`src/rtl/chg_regfile.sv`:
```
module chg_regfile #(
  parameter int STRAP_MS   = 100,
  parameter int BUS_TMO_MS = 30,
  parameter int WD_P1      = 44000,
  parameter int WD_P2      = 88000,
  parameter int WD_P3      = 175000
) (
  input  logic        clk,
  input  logic        rst_n,
  input  logic        tick_ms,
  input  logic        cell3,
  input  logic        txn_active,
  input  logic        wr_en,
  input  logic [7:0]  cmd,
  input  logic [15:0] wdata,
  output logic [15:0] rdata,
  output logic [15:0] vchg_set,
  output logic [15:0] ichg_set,
  output logic [15:0] iin_set,
  output logic [15:0] vsys_set,
  output logic [15:0] opt_set,
  output logic        cfg_ready,
  output logic        wd_expired,
  output logic        bus_release,
  output logic        chg_ok
);
  localparam int SW = $clog2(STRAP_MS + 1);
  localparam int BW = $clog2(BUS_TMO_MS + 1);
  localparam int WW = $clog2(WD_P3 + 1);

  localparam logic [7:0] A_OPT = 8'h12, A_ICHG = 8'h14, A_VCHG = 8'h15,
                         A_VSYS = 8'h3E, A_IIN = 8'h3F;
  localparam logic [15:0] M_VCHG = 16'h7FF0, M_ICHG = 16'h1FC0,
                          M_IIN = 16'h3F80, M_VSYS = 16'h3F00;

  logic [SW-1:0] scnt;
  logic [BW-1:0] bcnt;
  logic [WW-1:0] wcnt, wd_lim;

  wire wr_ok   = wr_en & cfg_ready & ~bus_release;
  wire wd_kick = wr_ok & (cmd == A_VCHG || cmd == A_ICHG);
  wire wd_on   = cfg_ready & (opt_set[14:13] != 2'b00) & ~wd_expired;

  always_comb
    case (opt_set[14:13])
      2'b01:   wd_lim = WW'(WD_P1);
      2'b10:   wd_lim = WW'(WD_P2);
      default: wd_lim = WW'(WD_P3);
    endcase

  always_ff @(posedge clk or negedge rst_n)
    if (!rst_n) begin
      scnt <= '0; cfg_ready <= 1'b0; wcnt <= '0; wd_expired <= 1'b0;
      vchg_set <= '0; ichg_set <= '0; iin_set <= '0; vsys_set <= '0; opt_set <= '0;
    end else if (!cfg_ready) begin
      if (tick_ms) begin
        if (scnt == SW'(STRAP_MS - 1)) begin
          cfg_ready <= 1'b1;
          vchg_set  <= cell3 ? 16'h34C0 : 16'h2330;
          vsys_set  <= cell3 ? 16'h2400 : 16'h1800;
          iin_set   <= 16'h1000;
          ichg_set  <= 16'h0000;
          opt_set   <= 16'h6000;
        end else scnt <= scnt + 1'b1;
      end
    end else begin
      if (wr_ok)
        case (cmd)
          A_VCHG: vchg_set <= wdata & M_VCHG;
          A_ICHG: ichg_set <= wdata & M_ICHG;
          A_IIN:  iin_set  <= wdata & M_IIN;
          A_VSYS: vsys_set <= wdata & M_VSYS;
          A_OPT:  opt_set  <= wdata;
          default: ;
        endcase
      if (wd_kick) begin
        wcnt <= '0; wd_expired <= 1'b0;
      end else if (wd_on && tick_ms) begin
        if (wcnt >= wd_lim - WW'(1)) begin
          wd_expired <= 1'b1; ichg_set <= '0; wcnt <= '0;
        end else wcnt <= wcnt + 1'b1;
      end
    end

  always_ff @(posedge clk or negedge rst_n)
    if (!rst_n) begin
      bcnt <= '0; bus_release <= 1'b0;
    end else if (!txn_active) begin
      bcnt <= '0; bus_release <= 1'b0;
    end else if (tick_ms && !bus_release) begin
      if (bcnt == BW'(BUS_TMO_MS - 1)) bus_release <= 1'b1;
      else bcnt <= bcnt + 1'b1;
    end

  always_comb
    case (cmd)
      A_VCHG:  rdata = vchg_set;
      A_ICHG:  rdata = ichg_set;
      A_IIN:   rdata = iin_set;
      A_VSYS:  rdata = vsys_set;
      A_OPT:   rdata = opt_set;
      default: rdata = 16'h0000;
    endcase

  assign chg_ok = cfg_ready & ~wd_expired & (ichg_set != 0) & (vchg_set != 0);


  not_ready_chk: assert property (@(posedge clk) disable iff (!rst_n)
    !cfg_ready |-> (rdata == 16'h0000 && !chg_ok));

  load_default_chk: assert property (@(posedge clk) disable iff (!rst_n)
    $rose(cfg_ready) |-> (vchg_set == 16'h34C0 || vchg_set == 16'h2330) && ichg_set == 16'h0000);

  expired_clear_chk: assert property (@(posedge clk) disable iff (!rst_n)
    wd_expired |-> (ichg_set == 16'h0000 && !chg_ok));

  release_hold_chk: assert property (@(posedge clk) disable iff (!rst_n)
    (cfg_ready && bus_release) |=> $stable({vchg_set, iin_set, vsys_set, opt_set}));

  release_drop_chk: assert property (@(posedge clk) disable iff (!rst_n)
    !txn_active |=> !bus_release);
endmodule

```
`config.mk`:
```
export PLATFORM = sky130hd
export DESIGN_NAME = chg_regfile
export DESIGN_NICKNAME = d
export VERILOG_FILES = /design/src/rtl/chg_regfile.sv
export SDC_FILE = /design/constraint.sdc
export NUM_CORES = 1
export LEC_CHECK = 0
export ABC_CLOCK_PERIOD_IN_PS = 3000
export BUFFER_PORTS_ARGS = -buffer_cell sky130_fd_sc_hd__buf_4
export CORE_AREA = 2 2 108 110
export CTS_BUF_LIST = sky130_fd_sc_hd__clkbuf_16
export CTS_CLUSTER_DIAMETER = 200
export DETAILED_ROUTE_END_ITERATION = 10
export DIE_AREA = 0 0 110 112
export PLACE_DENSITY_LB_ADDON = 0.08
export SETUP_SLACK_MARGIN = 0.4
export SYNTH_ARGS = -nofsm -noshare
export SYNTH_HDL_FRONTEND = slang
export SYNTH_SLANG_ARGS = --single-unit
```
`constraint.sdc`:
```
create_clock -name clk -period 3 [get_ports clk]
set_input_delay 0.15 -clock clk [delete_from_list [all_inputs] [get_ports clk]]
set_output_delay 0.15 -clock clk [all_outputs]
set_load 0.01 [all_outputs]
```
==> results.rst, run 1 <==
.. list-table::
   :header-rows: 1

   * - Metric
     - Value
   * - Gate Count Post-Synth
     - 550
   * - Pin count of the biggest net entering global routing
     - 68
   * - Initial DRT Pass Iterations
     - 5
   * - Remaining DRCs
     - 0
   * - Startpoint class of the critical path
     - flop
   * - Layout Utilization
     - 55.0%
   * - Standard-cell row count
     - 39
   * - Clock latency of the later-clocked register in the worst-skew pair
     - 0.35 ns
   * - Routed WL
     - 13,700 µm
   * - Peak supply drop
     - 0.301 mV
   * - Count of maximum capacitance violations
     - 0
   * - Delay contributed by the slowest stage of the critical path
     - 0.43 ns
   * - Main synth FF type
     - dfrtp_1
   * - Setup repair after global routing missed its margin
     - false
   * - Initial antenna violation count
     - 0
   * - Rel. slew slack
     - 34.4%
   * - Sequential element share of the synthesized area
     - 45.3%
   * - Clk root buf
     - clkbuf_16
   * - Count of routing violations after the opening detailed-route iteration
     - 342
   * - Maximum clock path buffer count
     - 2
   * - Wire length of the first global-routing pass
     - 21,800 µm
   * - Port Buffer Count
     - 105
   * - Overall power after layout
     - 3.03 mW
   * - Portion of the clock cycle consumed by the worst path in the final layout
     - 82.2%
   * - Synthesis-stage register bit count
     - 89
   * - DP HPWL
     - 9870 µm
   * - Number of filler instances in the final layout
     - 1,033
   * - Final count of pins violating max slew
     - 0
   * - Final layout net count
     - 700
   * - Area of all sequential standard cells
     - 2230 µm²
   * - Final hold slack
     - 0.0485 ns
   * - Die footprint
     - 12,300 µm²
   * - Number of hold violations in the final report
     - 0
   * - Detailed-route vias per instance
     - 5.52
   * - N_diodes
     - 0
   * - Die Y-Extent
     - 112 µm
   * - Transition time of the tightest slew-check pin
     - 0.978 ns
   * - Clock Skews
     - 0.00599 ns
   * - PnR worst setup slack
     - 0.534 ns
   * - GRT Max-Usage Layer
     - met2
   * - Most frequent cell on the critical path
     - inv_1
   * - Leakage
     - 3.10 nW
   * - Met2 routing resource usage after global routing
     - 35.9%
   * - Total placed instance area
     - 5750 µm²
   * - Vias post-DR
     - 4,418
   * - Total area of multi-input combinational cells
     - 2400 µm²
   * - Synthesized area divided by synthesized cell count
     - 8.95 µm²
   * - Cell area power density
     - 493 nW/µm²
   * - Cell area after technology mapping
     - 4920 µm²
   * - Classification of the worst-slack hold path
     - in2reg
   * - Clock slew seen by the registers of the worst setup and hold paths
     - 0.07 ns
   * - CTS tree
     - done
   * - Fraction of layout cells with a size suffix above 1
     - 23.3%
   * - Aggregate negative setup slack
     - 0 ns
   * - Worst slack after detailed placement
     - 0.264 ns
   * - Setup violators final
     - 0
   * - Dpl cells
     - 779
   * - Global route overflow
     - 0
   * - Count of distinct cell types in the synthesized netlist
     - 54
   * - Ports
     - 130
   * - TritonCTS Sinks
     - 89
   * - Met3 track utilization from global routing
     - 3.34%
   * - Standard cell with the maximum stage delay on the critical path
     - dfrtp_1
   * - Core ar.
     - 11,200 µm²
   * - Classification of the worst setup path
     - reg2reg
   * - WP data arrival
     - 2.71 ns
   * - Floorplan die width
     - 110 µm
   * - Fmax
     - 0.406 GHz
   * - Grt met1 use
     - 32.0%
   * - Async set-or-reset flop fraction in the synthesized netlist
     - 100%
   * - Biggest fanout along the worst timing path
     - 15
   * - Number of H-tree branching levels
     - 3
   * - Routed wire per std cell
     - 17.1 µm
   * - CTS buffer count
     - 9
   * - Final critical-path required period
     - 2.47 ns
   * - Run status
     - completed
   * - Area grow syn2layout
     - 24.9%
   * - Routability cong.
     - 0.839
   * - Post-layout instance area
     - 6140 µm²
   * - Total track usage
     - 23.0%
   * - Cell breakdown of the critical path
     - inv_1 -> ha_4 -> inv_1 -> ha_1 -> a221o_1 -> o221ai_4 -> nand4b_4 -> buf_12 -> o311ai_1
   * - Count of yosys warnings during synthesis
     - 0
   * - Final Non-Filler Cells
     - 801
   * - Capturing element type of the critical path
     - flop
   * - Initial cell density of the core
     - 44.0%
   * - Vias in the first global route
     - 4,116
   * - Required time of the critical path
     - 3.24 ns
   * - Antenna-violating nets left
     - 0
   * - Number of enable flip-flop cells after synthesis
     - 0
where the power goes:
part           switching, mW  internal (mW)  total, mW
Sequential             0.124           1.29       1.41
Combinational          0.279          0.206      0.485
Clock                  0.485          0.644       1.13
Total                  0.889           2.14       3.03
metal layers:
layer / part of all wire (%) / vias up
met4: 2.1 / 0
met5: 0 / -
met1: 46 / 2129
met2: 47 / 158
li1: - / 2109
met3: 5.3 / 22
cells in the mapped netlist (all sizes together) (16+ instances only):
| cell type | instances | area [µm²] |
|---|---|---|
| a21oi | 20 | 100 |
| inv | 25 | 93.8 |
| clkbuf | 21 | 78.8 |
| ha | 17 | 213 |
| buf | 34 | 241 |
| o21ai | 43 | 215 |
| nand3 | 18 | 90.1 |
| dfrtp | 89 | 2230 |
| nor2 | 41 | 154 |
| nand4 | 16 | 115 |
| nand2 | 101 | 382 |
critical path, delay by kind of cell (launching register included):
| family | cells | cell delay (ns) |
|---|---|---|
| and+or+nand+nor | 1 | 0.15 |
| AOI/OAI and AO/OA | 3 | 0.91 |
| buffers and inverters | 3 | 0.44 |
| adders and majority gates | 2 | 0.43 |
| DFF | 1 | 0.43 |
logic make-up (layout without fill, tap and decap cells):
logic type / Yosys count / after routing / synth area share (%)
simple gates: 227 / 227 / 22.3
compound gates: 123 / 123 / 17.3
flops: 89 / 89 / 45.3
buf+inv: 80 / 164 / 8.42
fa+ha+maj: 17 / 17 / 4.32
xor+xnor: 11 / 11 / 1.96
mux: 2 / 2 / 0.407
other cells: 1 / 25 / 0.0762
layout make-up:
class | count | share of cell area, %
Clock buffer | 9 | 3.67
Tap cell | 143 | 2.91
Sequential cell | 89 | 36.3
Timing Repair Buffer | 123 | 15.5
Multi-Input combinational cell | 405 | 39.0
Clock inverter | 7 | 1.14
Inverter | 25 | 1.53
cell usage in the layout (no fill, tap or decap), types with 6 or more instances in the layout:
cell type and instances:
xnor2_1 7, nor2_1 41, nand3_1 18, inv_1 24, ha_1 16, a222oi_1 10, a22oi_1 8, a22o_1 6
clkbuf_16 9, a21oi_1 20, nand2_1 100, nor3_1 7, o21ai_1 41, conb_1 25, nor4_1 7, and3_1 9
buf_4 120, and2_1 8, a31oi_1 8, nand4_1 15, dfrtp_1 88
worst paths after layout:
path	from	to	slack, ns	depth (start not counted)
worst max-delay path	opt_set[13]$_DFFE_PN0P_	wcnt[7]$_DFFE_PN0P_	0.53	9
min in group asynchronous	rst_n	wcnt[8]$_DFFE_PN0P_	0.47	2
worst max register to register	opt_set[13]$_DFFE_PN0P_	wcnt[7]$_DFFE_PN0P_	0.53	9
worst min register to register	scnt[2]$_DFFE_PN0P_	scnt[2]$_DFFE_PN0P_	0.49	1
worst min-delay path	wdata[3]	opt_set[3]$_DFFE_PN0P_	0.05	3
max in group asynchronous	rst_n	vchg_set[13]$_DFFE_PN0P_	1.81	3
registers in the layout, summed over array words and instances (netlist names):
name         cells
scnt             7
bus_release      1
bcnt             5
ichg_set        16
wcnt            18
opt_set         16
iin_set          7
cfg_ready        1
vsys_set         6
vchg_set        11
wd_expired       1
what timing repair did:
item                                    CTS  global route
pin swaps                                 2             1
hold buffers                              1             0
setup buffers                             2             3
endpoints found under the hold margin    65             0
resized for setup                         1             5
endpoints found under the setup margin   20            17
Note: power is estimated with default switching activity, not from simulation.
==> run 2: changes to the inputs <==
Settings changed: ABC_CLOCK_PERIOD_IN_PS 3000 to 2400.
Clock period 3 ns to 2.4 ns, I/O delays scaled along.
==> results.rst, run 2 (synthesized netlist as in run 1, its figures left out) <==
.. list-table::
   :header-rows: 1

   * - Metric
     - Value
   * - Number of hold violations in the final report
     - 0 (unchanged)
   * - PnR worst setup slack
     - 0.156 ns (-0.378 ns)
   * - Vias in the first global route
     - 4,520 (+9.8%)
   * - Delay contributed by the slowest stage of the critical path
     - 0.45 ns (+0.02 ns)
   * - Post-layout instance area
     - 6600 µm² (+7.4%)
   * - Leading cell type in the layout, fill and taps excluded
     - buf_4
   * - Transition time of the tightest slew-check pin
     - 0.631 ns (-0.347 ns)
   * - Ports
     - 130 (unchanged)
   * - Cell internal power dissipation
     - 2.63 mW (+23%)
   * - Floorplan die width
     - 110 µm (unchanged)
   * - Portion of the clock cycle consumed by the worst path in the final layout
     - 93.5% (+11 points)
   * - Switching Share
     - 31.1% (+1.7 points)
   * - N_diodes
     - 0 (unchanged)
   * - Biggest fanout along the worst timing path
     - 7 (-8)
   * - Final count of pins violating max slew
     - 0 (unchanged)
   * - Startpoint class of the critical path
     - flop
   * - Cell class contributing the biggest share of worst-path delay
     - compound AO/OA/AOI/OAI gates
   * - Most frequent cell on the critical path
     - ha_1
   * - Cell breakdown of the critical path
     - inv_4 -> ha_1 -> inv_1 -> ha_1 -> o21a_1 -> o2111a_1 -> nand4_4 -> and3_4 -> buf_6 -> nand4_1 -> o311ai_4
   * - Die Y-Extent
     - 112 µm (unchanged)
   * - Classification of the worst-slack hold path
     - in2reg
   * - Final layout net count
     - 716 (+2.3%)
   * - Leakage
     - 3.19 nW (+3.2%)
   * - Core ar.
     - 11,200 µm² (unchanged)
   * - Clock latency of the later-clocked register in the worst-skew pair
     - 0.35 ns (about the same)
   * - Setup slack of the most critical reg-to-reg path
     - 0.16 ns (-0.38 ns)
   * - Share of power burned in registers
     - 46.6% (about the same)
   * - Initial antenna violation count
     - 0 (unchanged)
   * - Initial DRT Pass Iterations
     - 5 (unchanged)
   * - Remaining DRCs
     - 0 (unchanged)
   * - Flip-flop count of the largest register after layout
     - 18 (unchanged)
   * - Maximum clock path buffer count
     - 2 (unchanged)
   * - Reg2Reg Launch Point
     - opt_set[14]$_DFFE_PN0P_
   * - Worst Reg-to-Reg Cells
     - 11 (+2)
   * - Die footprint
     - 12,300 µm² (unchanged)
   * - Routed WL
     - 14,400 µm (+5.6%)
   * - Final hold slack
     - 0.0136 ns (-0.0348 ns)
   * - Fmax
     - 0.446 GHz (+9.9%)
   * - Standard-cell row count
     - 39 (unchanged)
   * - Most used cells in the layout excluding fill and tap cells
     - buf_4 (131), nand2_1 (99), dfrtp_1 (87)
   * - Required time of the critical path
     - 2.65 ns (-0.59 ns)
   * - Clock Skews
     - 0.00949 ns (+0.00350 ns)
   * - Number of instances on the worst hold path
     - 3 (unchanged)
   * - Global route overflow
     - 0 (unchanged)
   * - Port Buffer Count
     - 105 (unchanged)
   * - Initial cell density of the core
     - 44.0% (unchanged)
   * - WP data arrival
     - 2.50 ns (-0.21 ns)
   * - Wire length of the first global-routing pass
     - 23,500 µm (+7.9%)
   * - Classification of the worst setup path
     - reg2reg
   * - Area grow syn2layout
     - 34.1%
   * - Capturing element type of the critical path
     - flop
   * - Count of routing violations after the opening detailed-route iteration
     - 238 (-30%)
   * - Gate power share
     - 19.4% (+3.4 points)
   * - Top Registers
     - wcnt (18), ichg_set (16), opt_set (16)
   * - Number of filler instances in the final layout
     - 992 (-4.0%)
   * - Clock slew seen by the registers of the worst setup and hold paths
     - 0.06 ns (about the same)
   * - Hold_sp
     - wdata[0]
   * - DP HPWL
     - 10,200 µm (+3.1%)
   * - Sw Pwr
     - 1.18 mW (+33%)
   * - TritonCTS Sinks
     - 89 (unchanged)
   * - Final critical-path required period
     - 2.24 ns (-0.222 ns)
   * - Total placed instance area
     - 5840 µm² (+1.6%)
   * - Total track usage
     - 24.6% (+1.6 points)
   * - Peak supply drop
     - 0.310 mV (+2.9%)
   * - Count of maximum capacitance violations
     - 0 (unchanged)
   * - Clk root buf
     - clkbuf_16
   * - Routed wire per std cell
     - 17.7 µm (+3.5%)
   * - Worst slack after detailed placement
     - -0.00966 ns (-0.274 ns)
   * - Number of H-tree branching levels
     - 3 (unchanged)
   * - Worst Path Buf+Inv
     - 3 (unchanged)
   * - Share of power burned in the clock network
     - 34.0% (-3.3 points)
   * - Vias post-DR
     - 4,564 (+3.3%)
   * - Most flops, register
     - wcnt
   * - Setup repair after global routing missed its margin
     - true
   * - Pin count of the biggest net entering global routing
     - 48 (-29%)
   * - Run status
     - completed
   * - Crit Reg-Reg Endpoint
     - wcnt[12]$_DFFE_PN0P_
   * - Routability cong.
     - 0.854 (+1.8%)
   * - Fraction of layout cells with a size suffix above 1
     - 30.0% (+6.7 points)
   * - Antenna-violating nets left
     - 0 (unchanged)
   * - Setup violators final
     - 0 (unchanged)
   * - CTS buffer count
     - 9 (unchanged)
   * - CTS tree
     - done
   * - Worst Hold Endpoint
     - opt_set[0]$_DFFE_PN0P_
   * - Standard cell with the maximum stage delay on the critical path
     - dfrtp_2
   * - Detailed-route vias per instance
     - 5.59 (+1.3%)
   * - Cell area power density
     - 578 nW/µm² (+17%)
   * - Rel. slew slack
     - 57.9% (+24 points)
==> run 2: metal layers <==
layer  vias to the layer above  GRT usage [%]  part of all wire (%)
met1                      2258           34.1                    44
li1                       2130              -                     -
met4                         0           9.28                   2.0
met3                        19           5.21                   6.2
met2                       157           37.5                    48
met5                         -              0                     0
==> run 2: per-stage QoR <==
stage	util, %	TNS (ns)	instances	total power [mW]
floorplan	-	0	574	2.16
global placement	52.3	0	780	2.38
detailed placement	52.3	-0.00966	780	2.41
CTS	56.8	0	809	3.75
global route	59.1	0	817	4.01
finish	59.1	0	817	3.81
==> run 2: cell type report <==
type                            instances  area, µm²  share of cell area (%)
Inverter                               25        104                    1.57
Timing Repair Buffer                  139       1100                    16.6
Multi-Input combinational cell        405       2720                    41.3
Tap cell                              143        179                    2.71
Clock inverter                          7       40.0                   0.607
Clock buffer                            9        225                    3.41
Sequential cell                        89       2230                    33.8
==> run 2: worst max-delay path by stage <==
stage	cells past startpoint	slack, ns	start	to
after floorplan	12	0.15	opt_set[14]$_DFFE_PN0P_	wcnt[8]$_DFFE_PN0P_
after global placement	8	0.15	opt_set[13]$_DFFE_PN0P_	wcnt[14]$_DFFE_PN0P_
after detailed placement	8	-0.01	opt_set[13]$_DFFE_PN0P_	wcnt[12]$_DFFE_PN0P_
after CTS	9	0.18	opt_set[13]$_DFFE_PN0P_	wcnt[11]$_DFFE_PN0P_
after global routing	11	0.06	opt_set[14]$_DFFE_PN0P_	wcnt[12]$_DFFE_PN0P_
final	11	0.16	opt_set[14]$_DFFE_PN0P_	wcnt[12]$_DFFE_PN0P_
==> run 2: timing repair <==
| item | 4_1_cts | 5_1_grt |
|---|---|---|
| resized for setup | 21 | 26 |
| pin swaps | 16 | 13 |
| endpoints found under the setup margin | 51 | 59 |
| hold buffers | 2 | 0 |
| hold endpoints to repair | 45 | 0 |
| setup buffers | 10 | 8 |
| cloned | 1 | 0 |
==> run 2: worst register-to-register path, delay by kind of cell, from the launching register on <==
family / cells / cell delay, ns
adder cells (fa/ha/maj): 2 / 0.39
buffers and inverters: 3 / 0.27
AO/OA/AOI/OAI: 3 / 0.54
AND/OR/NAND/NOR: 3 / 0.51
flip-flops: 1 / 0.45
==> run 2: power by group through the flow <==
stage	Clock [mW]	Sequential [mW]	Combinational [mW]
floorplan	0	1.75	0.410
global placement	0	1.79	0.592
detailed placement	0	1.79	0.617
CTS	1.32	1.76	0.669
global route	1.38	1.80	0.828
finish	1.30	1.78	0.738
==> run 3: changes to the inputs <==
Settings changed: ABC_CLOCK_PERIOD_IN_PS 2400 to 2500.
Clock period 2.4 ns to 2.5 ns, I/O delays scaled along.
==> results.rst, run 3 (synthesized netlist as in run 1, its figures left out) <==
.. list-table::
   :header-rows: 1

   * - Metric
     - Value
   * - Run status
     - completed
   * - TritonCTS Sinks
     - 89 (unchanged)
   * - Overall power after layout
     - 3.74 mW (-1.8%)
   * - Die footprint
     - 12,300 µm² (unchanged)
   * - Initial DRT Pass Iterations
     - 5 (unchanged)
   * - Top Registers
     - wcnt (18), ichg_set (16), opt_set (16)
   * - Ports
     - 130 (unchanged)
   * - Total placed instance area
     - 5860 µm² (+0.30%)
   * - Cell area power density
     - 565 nW/µm² (-2.3%)
   * - Final layout net count
     - 718 (+0.28%)
   * - Vias post-DR
     - 4,460 (-2.3%)
   * - Port Buffer Count
     - 105 (unchanged)
   * - Initial antenna violation count
     - 0 (unchanged)
   * - Total track usage
     - 25.0% (+0.43 points)
   * - Classification of the worst setup path
     - reg2reg
   * - Leakage
     - 3.23 nW (+1.2%)
   * - Reg2Reg Launch Point
     - opt_set[13]$_DFFE_PN0P_
   * - Biggest fanout along the worst timing path
     - 7 (unchanged)
   * - Final Non-Filler Cells
     - 819 (+0.24%)
   * - Critical path launch point
     - opt_set[13]$_DFFE_PN0P_
   * - Count of maximum capacitance violations
     - 0 (unchanged)
   * - CTS tree
     - done
   * - Initial cell density of the core
     - 44.0% (unchanged)
   * - Clock Skews
     - 0.00542 ns (-0.00407 ns)
   * - Wire length of the first global-routing pass
     - 23,700 µm (+1.2%)
   * - Routed WL
     - 14,600 µm (+1.2%)
   * - Final hold slack
     - 0.0245 ns (+0.0108 ns)
   * - Count of routing violations after the opening detailed-route iteration
     - 374 (+57%)
   * - Pin count of the biggest net entering global routing
     - 60 (+25%)
   * - Standard-cell row count
     - 39 (unchanged)
   * - Routed wire per std cell
     - 17.8 µm (+0.99%)
   * - Clock latency of the later-clocked register in the worst-skew pair
     - 0.34 ns (about the same)
   * - Final critical-path required period
     - 2.28 ns (+0.0328 ns)
   * - Setup slack of the most critical reg-to-reg path
     - 0.22 ns (+0.07 ns)
   * - Vias in the first global route
     - 4,534 (+0.31%)
   * - Number of hold violations in the final report
     - 0 (unchanged)
   * - Floorplan die width
     - 110 µm (unchanged)
   * - Number of H-tree branching levels
     - 3 (unchanged)
   * - CTS buffer count
     - 9 (unchanged)
   * - Required time of the critical path
     - 2.72 ns (+0.07 ns)
   * - Setup violators final
     - 0 (unchanged)
   * - Global route overflow
     - 0 (unchanged)
   * - Peak supply drop
     - 0.370 mV (+19%)
   * - Capturing element type of the critical path
     - flop
   * - Detailed-route vias per instance
     - 5.45 (-2.5%)
   * - Clk root buf
     - clkbuf_16
   * - Leading cell type in the layout, fill and taps excluded
     - buf_4
   * - PnR worst setup slack
     - 0.223 ns (+0.0672 ns)
   * - Clock slew seen by the registers of the worst setup and hold paths
     - 0.06 ns (about the same)
   * - DP HPWL
     - 10,100 µm (-0.68%)
   * - Portion of the clock cycle consumed by the worst path in the final layout
     - 91.1% (-2.4 points)
   * - Routability cong.
     - 0.846 (-0.90%)
   * - Final count of pins violating max slew
     - 0 (unchanged)
   * - Aggregate negative setup slack
     - 0 ns (unchanged)
   * - Remaining DRCs
     - 0 (unchanged)
   * - Most flops, register
     - wcnt
   * - Endpoint of the most critical setup path
     - wcnt[5]$_DFFE_PN0P_
   * - Post-layout instance area
     - 6630 µm² (+0.47%)
   * - WP data arrival
     - 2.50 ns (about the same)
   * - Flip-flop count of the largest register after layout
     - 18 (unchanged)
   * - Transition time of the tightest slew-check pin
     - 0.777 ns (+0.146 ns)
   * - Crit Reg-Reg Endpoint
     - wcnt[5]$_DFFE_PN0P_
   * - Worst slack after detailed placement
     - 0.133 ns (+0.142 ns)
   * - Fraction of layout cells with a size suffix above 1
     - 30.8% (+0.80 points)
   * - Startpoint class of the critical path
     - flop
   * - Most used cells in the layout excluding fill and tap cells
     - buf_4 (130), nand2_1 (99), dfrtp_1 (87)
   * - Setup repair after global routing missed its margin
     - true
   * - Area grow syn2layout
     - 34.7%
   * - Worst Reg-to-Reg Cells
     - 11 (unchanged)
   * - Rel. slew slack
     - 48.2% (-9.7 points)
   * - Core ar.
     - 11,200 µm² (unchanged)
   * - Antenna-violating nets left
     - 0 (unchanged)
   * - Die Y-Extent
     - 112 µm (unchanged)
   * - N_diodes
     - 0 (unchanged)
   * - Maximum clock path buffer count
     - 2 (unchanged)
   * - Fmax
     - 0.439 GHz (-1.4%)
   * - Dpl cells
     - 781 (+0.13%)
   * - Classification of the worst-slack hold path
     - in2reg
   * - Layout Utilization
     - 59.3% (+0.28 points)
## run 3: cell count changes in the layout (fill, tap and decap cells not counted), moves of 2 or more
| cell | delta |
|---|---|
| nor4_1 | -2 |
| a31oi_2 | +2 |
| o21ai_2 | +2 |
| a31oi_4 | -2 |
| buf_6 | +2 |
| inv_1 | -3 |
| o311ai_1 | +2 |
| ha_1 | -3 |
| ha_4 | +2 |
| nor4_2 | +2 |
| o311ai_4 | -2 |
## run 3: per-layer routing
metal | vias up | share of wire [%] | global-route usage [%]
met5 | - | 0 | 0
met4 | 0 | 1.0 | 6.92
met3 | 10 | 4.9 | 5.33
met2 | 112 | 51 | 41.9
met1 | 2190 | 43 | 32.4
li1 | 2148 | - | -
## run 3: worst min path at each step
stage          slack, ns  cells past startpoint                     end  startpoint
3_3_place_gp        0.25                      1     bcnt[0]$_DFFE_PN0P_       rst_n
6_report            0.02                      3     cfg_ready$_DFF_PN0_     tick_ms
2_1_floorplan      -0.17                      0     bcnt[0]$_DFFE_PN0P_       rst_n
5_1_grt             0.03                      3  opt_set[1]$_DFFE_PN0P_    wdata[1]
3_5_place_dp        0.26                      1     scnt[3]$_DFFE_PN0P_       rst_n
4_1_cts             0.02                      3  opt_set[1]$_DFFE_PN0P_    wdata[1]
## run 3: report_power, final
group	internal, mW	switching [mW]	leakage [nW]
Sequential	1.55	0.171	1.17
Clock	0.765	0.571	0.142
Combinational	0.306	0.385	1.92
## run 3: worst max-delay path, cell delays in order, from the launching register on
cell     delay [ns]
dfrtp_2        0.45
inv_4          0.09
ha_4           0.18
inv_6          0.06
ha_4           0.27
nand4_1        0.10
nor2_2         0.21
nand4_4        0.15
and3_4         0.24
buf_12         0.15
a31oi_4        0.16
o22ai_2        0.09
## run 3: final cells by class
class,instances,area [µm²]
Inverter,25,106
Multi-Input combinational cell,406,2700
Timing Repair Buffer,140,1130
Sequential cell,89,2230
Fill cell,1001,4540
Clock inverter,7,62.6
Clock buffer,9,225
Tap cell,143,179
## run 3: repair_timing
item,CTS,global route
pin swaps,25,14
cloned,2,0
endpoints found under the hold margin,56,0
buffers inserted,15,4
hold buffers,1,0
setup endpoints to repair,36,61
gates resized for setup,31,15
